## src/rtl/ser_fifo_lvl.sv

```systemverilog
module ser_fifo_lvl #(
  parameter int DEPTH     = 16,
  parameter int W         = 8,
  parameter int IDLE_BITS = 64,
  parameter bit IS_TX     = 1'b0,
  localparam int CW = $clog2(DEPTH + 1),
  localparam int AW = $clog2(DEPTH),
  localparam int IW = $clog2(IDLE_BITS + 1)
) (
  input  logic          clk,
  input  logic          rst_n,
  input  logic          half_mode,
  input  logic [1:0]    lvl_sel,
  input  logic          tmo_en,
  input  logic          clr_err,
  input  logic          bit_tick,
  input  logic          push,
  input  logic [W-1:0]  push_data,
  input  logic          pop,
  output logic [W-1:0]  pop_data,
  output logic [CW-1:0] count,
  output logic          full,
  output logic          empty,
  output logic          overrun,
  output logic          stale,
  output logic          lvl_irq
);

  logic [W-1:0]  mem [DEPTH];
  logic [AW-1:0] wp, rp;
  logic [CW-1:0] cnt, cap, thr, room;
  logic [IW-1:0] idle;
  logic          half_q, ovf, flush, pop_ok, push_ok, drop, lvl_hit;

  assign cap     = half_q ? CW'(DEPTH / 2) : CW'(DEPTH);
  assign flush   = half_mode != half_q;
  assign empty   = cnt == '0;
  assign full    = cnt == cap;
  assign pop_ok  = pop & ~empty & ~flush;
  assign push_ok = push & ~flush & (~full | pop_ok);
  assign drop    = push & ~flush & ~push_ok;
  assign room    = cap - cnt;

  always_comb begin
    case (lvl_sel)
      2'd0:    thr = IS_TX ? cap : CW'(1);
      2'd1:    thr = cap >> 2;
      2'd2:    thr = cap >> 1;
      default: thr = cap - (cap >> 2);
    endcase
  end

  assign lvl_hit = IS_TX ? (room >= thr) : (cnt >= thr);

  function automatic logic [AW-1:0] nxt(input logic [AW-1:0] p, input logic [CW-1:0] c);
    return (CW'(p) == c - CW'(1)) ? '0 : p + AW'(1);
  endfunction

  always_ff @(posedge clk) begin
    if (push_ok) mem[wp] <= push_data;
  end

  always_ff @(posedge clk or negedge rst_n) begin
    if (!rst_n) begin
      wp     <= '0;
      rp     <= '0;
      cnt    <= '0;
      half_q <= 1'b0;
    end else if (flush) begin
      wp     <= '0;
      rp     <= '0;
      cnt    <= '0;
      half_q <= half_mode;
    end else begin
      if (push_ok) wp <= nxt(wp, cap);
      if (pop_ok)  rp <= nxt(rp, cap);
      if (push_ok && !pop_ok)      cnt <= cnt + CW'(1);
      else if (pop_ok && !push_ok) cnt <= cnt - CW'(1);
    end
  end

  always_ff @(posedge clk or negedge rst_n) begin
    if (!rst_n) ovf <= 1'b0;
    else        ovf <= (ovf & ~clr_err) | drop;
  end

  generate
    if (IS_TX) begin : g_tx
      assign idle = '0;
    end else begin : g_rx
      always_ff @(posedge clk or negedge rst_n) begin
        if (!rst_n)                                  idle <= '0;
        else if (flush || push_ok || pop_ok || empty) idle <= '0;
        else if (bit_tick && idle != IW'(IDLE_BITS))   idle <= idle + IW'(1);
      end
    end
  endgenerate

  assign stale    = !IS_TX && (idle == IW'(IDLE_BITS));
  assign overrun  = ovf;
  assign count    = cnt;
  assign pop_data = mem[rp];
  assign lvl_irq  = lvl_hit | (tmo_en & stale);

endmodule


```

## config.mk

```make
export PLATFORM = sky130hd
export DESIGN_NAME = ser_fifo_lvl
export DESIGN_NICKNAME = d
export VERILOG_FILES = /design/src/rtl/ser_fifo_lvl.sv
export SDC_FILE = /design/constraint.sdc
export NUM_CORES = 1
export LEC_CHECK = 0
export BUFFER_PORTS_ARGS = -buffer_cell sky130_fd_sc_hd__buf_2
export CORE_UTILIZATION = 43
export CTS_BUF_LIST = sky130_fd_sc_hd__clkbuf_4 sky130_fd_sc_hd__clkbuf_8
export CTS_CLUSTER_SIZE = 10
export DETAILED_ROUTE_END_ITERATION = 6
export SLEW_MARGIN = 20
export SYNTH_ARGS = -nofsm -noshare
export SYNTH_HDL_FRONTEND = slang
export SYNTH_SLANG_ARGS = --single-unit
```

## constraint.sdc

```tcl
create_clock -name clk -period 3.6 [get_ports clk]
set_clock_uncertainty 0.15 [all_clocks]
set_input_delay 0.9 -clock clk [delete_from_list [all_inputs] [get_ports clk]]
set_output_delay 0.9 -clock clk [all_outputs]
set_load 0.005 [all_outputs]
```

---- Word level (Yosys, flattened, before mapping) ----
Memories as Yosys holds them, arrays and structs flattened.
Index checks and enable logic that the tools add are counted.
cells by class
  $add $sub $neg .......................... 7
  magnitude comparators ................... 1
  equality and inequality tests ........... 8
  mux-type cells .......................... 15
  bitwise operators ....................... 15
  reduce and logical (&&, ||, !) cells .... 14
operators with widths
  operator               count
  $mux W4                6
  $mux W5                4
  $pmux W5 S3            1
  $mux W7                2
  $eq A4 B5 Y1           2
  $sub A5 B1 Y5 const B  2
  $add A4 B1 Y4 const B  2
  $add A7 B1 Y7 const B  1
  $and A1 B1 Y1          7
  $eq A7 B7 Y1 const B   1
  $ne A7 B7 Y1 const B   1
  $reduce_bool A2 Y1     3
  $add A5 B1 Y5 const B  1
  $eq A5 B5 Y1           1
  $ge A5 B5 Y1           1
  $logic_not A5 Y1       1
  $not A1 Y1             5
  $sub A5 B3 Y5          1
  $logic_and A1 B1 Y1    3
  $logic_or A1 B1 Y1     3
  $or A1 B1 Y1           3
  $reduce_bool A3 Y1     1
  $eq A2 B1 Y1 const B   1
  $eq A2 B2 Y1 const B   1
  4 further kinds        6
storage, ports and cells
  bits in registers ....................... 22
  memory bits (writable) .................. 128
  input bits .............................. 18
  output and inout port bits .............. 18
  logic and storage cells ................. 67
  memories kept ........................... 1
memories
  name  depth  bits a word  rd ports  clocked after memory_dff  write ports  RTL line  RTL
  mem   16     8            1         0                         1            29        logic [W-1:0] mem [DEPTH];

---- Logic depth before layout (Yosys ltp) ----
  depth after elaboration ................. 11
  depth in mapped cells ................... 11
  gate-level depth less buffers ........... 10

---- Worst setup path before layout ----
No wires, ideal clock.
  kind .................................... input port to flip-flop
  start point ............................. input port half_mode
  end point ............................... register cnt[4], in the netlist count[4]
  library setup time ...................... 0.089 ns
  data arrival time ....................... 2.695 ns
  data required time ...................... 3.361 ns
  slack ................................... 0.667 ns
  stages on the path ...................... 10
  path buffers ............................ 0
  cell sequence ........................... xnor2_1 nand2_1 nor2_2 nand2_1 fa_1 nand3_1 nand2_1 and4_1 o21ai_1 nor3b_1
on the way
  word-level cells in the longest chain between the ends .. 8
  elaborated cells between the ends (all ways) .. 13
  classes of those cells .................. eq/ne: 1; mux: 2; bitwise: 5; reduce/logical: 5
RTL lines
  item                                                     RTL line  RTL
  from (decl)                                              12        input logic half_mode,
  $ne A1 B1 Y1 *                                           36        assign flush = half_mode != half_q;
  $not A1 Y1                                               39, 40
  $and A1 B1 Y1                                            39        assign pop_ok = pop & ~empty & ~flush;
  $or A1 B1 Y1                                             40        assign push_ok = push & ~flush & (~full | pop_ok);
  $and A1 B1 Y1                                            40
  $logic_and A1 B1 Y1 or $logic_not A1 Y1 (tied branches)  77, 78
  $mux W5 or $logic_and A1 B1 Y1 (tied branches)           77, 78
  $mux W5 or $reduce_bool A3 Y1 (tied branches)            -
  to (signal assigned)                                     77        if (push_ok && !pop_ok) cnt <= cnt + CW'(1);
  to (signal assigned)                                     78        else if (pop_ok && !push_ok) cnt <= cnt - CW'(1);
  to (decl)                                                31        logic [CW-1:0] cnt, cap, thr, room;
Every way passes the cells marked *; elsewhere a longest branch is shown, timed or not.
A chain may end at the register's enable or synchronous reset.

---- Worst setup path in the final report ----
  start point ............................. register rp[0]
  end point ............................... output port pop_data[5]
on the way
  word-level cells in the longest chain between the ends .. 1
RTL lines
  item                    RTL line  RTL
  from (decl)             30        logic [AW-1:0] wp, rp;
  from (signal assigned)  76        if (pop_ok) rp <= nxt(rp, cap);
  $mem_v2 Z16 W8          -
  to (decl)               20        output logic [W-1:0] pop_data,
Every way passes these cells.

==> impl_metrics.py <==
metrics = {
    "floorplan": {
        "rows": 44,
        "die_y_um": 125,
        "die-area_mm2": 0.0156,
        "core_area_mm2": 0.0146,
        "start_util": 0.445,
        "die_w_um": 125,
        "top_level_ports": 36,
    },
    "cts": {
        "htree_levels": 4,
        "clk_pin_slew_worst_paths_ns": 0.08,
        "tritoncts.num_buffers": 17,
        "cts_tree": "yes",
        "post_cts_buffers": 0,
        "clk_latency_ns": 0.45,
        "clock-sinks": 150,
        "cts-root-buf": "clkbuf_8",
        "clk_path_buf_depth": 2,
        "ctsResizeCount": 0,
        "cts_hold_buf": 0,
    },
    "status": {
        "status": "completed",
    },
    "global_route": {
        "grt_pass1_vias": 3809,
        "grt_use_total": 0.189,
        "grt_pass1_wl_um": 21500,
        "antenna_found_initial": 0,
        "grt_max_degree": 30,
        "global_route.overflow_total": 0,
    },
    "timing": {
        "finalCriticalPeriod_ns": 3.44,
        "setup_tns_ns": 0,
        "tightest_slew_ns": 0.701,
        "setup_viol": 0,
        "final_hold_viol_count": 0,
        "rsz0062_at_grt": "false",
        "timing.fmax_mhz": 291,
        "maxSlewHeadroom": 0.533,
        "fin_crit_sh": 0.956,
        "drv_slew": 0,
    },
    "worst_setup_path": {
        "startpoint_type": "flip-flop",
        "cpMaxStageDelayCell": "dfrtp_2",
        "crit_fanout": 29,
        "end_kind": "output pin",
        "cp_cell_sequence": "buf_12 -> mux2i_1 -> a221oi_1 -> o21ai_0 -> nand2_1 -> buf_2",
        "cp.required_ns": 2.55,
        "cp.arrival_ns": 2.39,
        "worst-setup-path-type": "reg2out",
        "crit_buf_inv": 2,
        "cpPeakStageDelay_ns": 0.57,
        "crit_family": "compound AO/OA/AOI/OAI gates",
    },
    "logic_synthesis": {
        "synth_compound_area_frac": 0.0632,
        "synth_async_sr_flop_share": 0.147,
        "syn_inst": 426,
        "synthXorXnorAreaFrac": 0.0175,
        "synthMuxAreaShare": 0.118,
        "yosysSeqAreaShare": 0.675,
        "ys_seq_elements": 150,
        "syn_area_per_cell_um2": 15.3,
        "syn_nets": 460,
        "syn_area_mm2": 0.00651,
        "synth_top_area_frac": 0.590,
        "synth_edf_count": 128,
        "yosys_warnings": 0,
        "yosys.area_share.simple": 0.0740,
        "synthTopCellsByArea": "edfxtp_1, dfrtp_1, mux4_2, mux2i_1, ha_1",
        "synth_ff_type": "edfxtp_1",
        "synth.largest_area_cell": "edfxtp_1",
        "synth_top_family_by_area": "multiplexers",
        "ys_types": 51,
        "synth_fa_ha_area_frac": 0.0319,
    },
    "power": {
        "pwr-share-comb": 0.213,
        "internal_power_mw": 3.18,
        "power_density_mw_per_mm2": 585,
        "power_frac_seq": 0.467,
        "clkPwrFrac": 0.320,
        "p_sw_frac": 0.274,
        "p_leak_nw": 2.67,
        "switchingPower_mw": 1.20,
        "ir_drop_mv": 0.313,
    },
    "route": {
        "ant_nets": 0,
        "drt_first_pass_iters": 5,
        "drtIter0Drc": 195,
        "wire_per_inst_um": 19.9,
        "drc": 0,
        "vias": 3759,
        "drt-total-wl_um": 13600,
        "viasPerCell": 5.50,
    },
    "placed_design": {
        "gp_congestion": 0.777,
        "portBuffers": 35,
        "hpwl_um": 9040,
    },
    "min_path": {
        "worstHoldPathType": "in2async",
    },
    "cells_and_area": {
        "diodes": 0,
        "fin_util": 0.511,
        "nets": 520,
        "drive_above_1_share": 0.238,
        "layout_commonest_cell": "edfxtp_1",
        "syn2layout_area_growth_pct": 14.9,
        "final_cell_mix": "edfxtp_1, buf_2, nand2_1",
    },
    "job": {
        "cap_violations": 0,
    },
}
[registers in the layout, indices dropped and copies added, names as in the netlist]
signal and count:
mem 128, idle 7, count 5, rp 4, wp 4, half_q 1, overrun 1
[routing by layer]
| layer | part of all wire | up-vias | GRT usage |
|---|---|---|---|
| met3 | 0.056 | 23 | 0.0415 |
| met5 | 0 | - | 0 |
| met2 | 0.49 | 105 | 0.309 |
| met1 | 0.43 | 1886 | 0.244 |
| met4 | 0.023 | 0 | 0.0811 |
| li1 | - | 1745 | - |
[through the flow]
| stage | instance area (µm²) | setup WS [ns] | power, mW | std cells | hold slack (ns) |
|---|---|---|---|---|---|
| final | 7480 | 0.159 | 4.38 | 683 | 0.256 |
| after global routing | 7480 | 0.0131 | 4.58 | 683 | 0.292 |
| after global placement | 7040 | 0.592 | 3.00 | 651 | 0.388 |
| after detailed placement | 7040 | 0.528 | 3.03 | 651 | 0.378 |
| after floorplan | 6510 | 0.667 | 2.71 | 426 | 0.361 |
| after CTS | 7480 | 0.148 | 4.42 | 683 | 0.251 |
[cells in the mapped netlist (2+ instances only)]
| library cell | number |
|---|---|
| nand2b_1 | 4 |
| nand3_1 | 7 |
| nor2_1 | 28 |
| a221oi_1 | 8 |
| nand2_1 | 34 |
| dfrtp_1 | 22 |
| edfxtp_1 | 128 |
| nor2b_1 | 3 |
| a21oi_1 | 16 |
| mux2_1 | 7 |
| nand4_1 | 3 |
| inv_1 | 10 |
| a31oi_1 | 2 |
| buf_1 | 2 |
| buf_2 | 6 |
| nor3_1 | 7 |
| o21ai_1 | 12 |
| mux4_2 | 16 |
| xor2_1 | 6 |
| o21ai_0 | 10 |
| clkbuf_1 | 9 |
| xnor2_1 | 7 |
| ha_1 | 15 |
| a22oi_1 | 8 |
| mux2i_1 | 29 |
| mux2_4 | 2 |
[power groups by stage]
stage / combinational (mW) / clock, mW / sequential [mW]
CTS: 0.944 / 1.43 / 2.05
global placement: 0.921 / 0 / 2.08
finish: 0.933 / 1.40 / 2.04
floorplan: 0.673 / 0 / 2.03
global route: 1.03 / 1.49 / 2.06
detailed placement: 0.942 / 0 / 2.08
[cell families (layout without fill, tap and decap cells)]
| kind of cell | Yosys count | after routing |
|---|---|---|
| flip-flops | 150 | 150 |
| AND/OR/NAND/NOR | 98 | 98 |
| AO/OA/AOI/OAI | 64 | 64 |
| multiplexers | 55 | 55 |
| buffers and inverters | 30 | 103 |
| adder cells (fa/ha/maj) | 16 | 16 |
| XOR/XNOR | 13 | 13 |
[area by class of cell]
| cell class | count | area, µm² |
|---|---|---|
| inverters | 11 | 41.3 |
| clock inverters | 14 | 199 |
| multi-input cells | 246 | 1990 |
| flip-flops and latches | 150 | 4400 |
| well taps | 184 | 230 |
| clock buffers | 18 | 241 |
| repair buffers | 60 | 388 |
| fillers | 1212 | 7160 |
[final timing paths]
kind	startpoint	endpoint	slack, ns	cells past startpoint
min reg2reg	overrun$_DFF_PN0_	overrun$_DFF_PN0_	0.38	2
max	rp[0]$_DFFE_PN0P_	pop_data[5]	0.16	6
min in group clk	overrun$_DFF_PN0_	overrun$_DFF_PN0_	0.38	2
max in group asynchronous	rst_n	rp[0]$_DFFE_PN0P_	2.68	1
min	rst_n	rp[1]$_DFFE_PN0P_	0.26	1
max reg2reg	half_q$_DFFE_PN0N_	count[4]$_DFFE_PN0P_	0.76	10
Note: power is estimated with default switching activity, not from simulation.
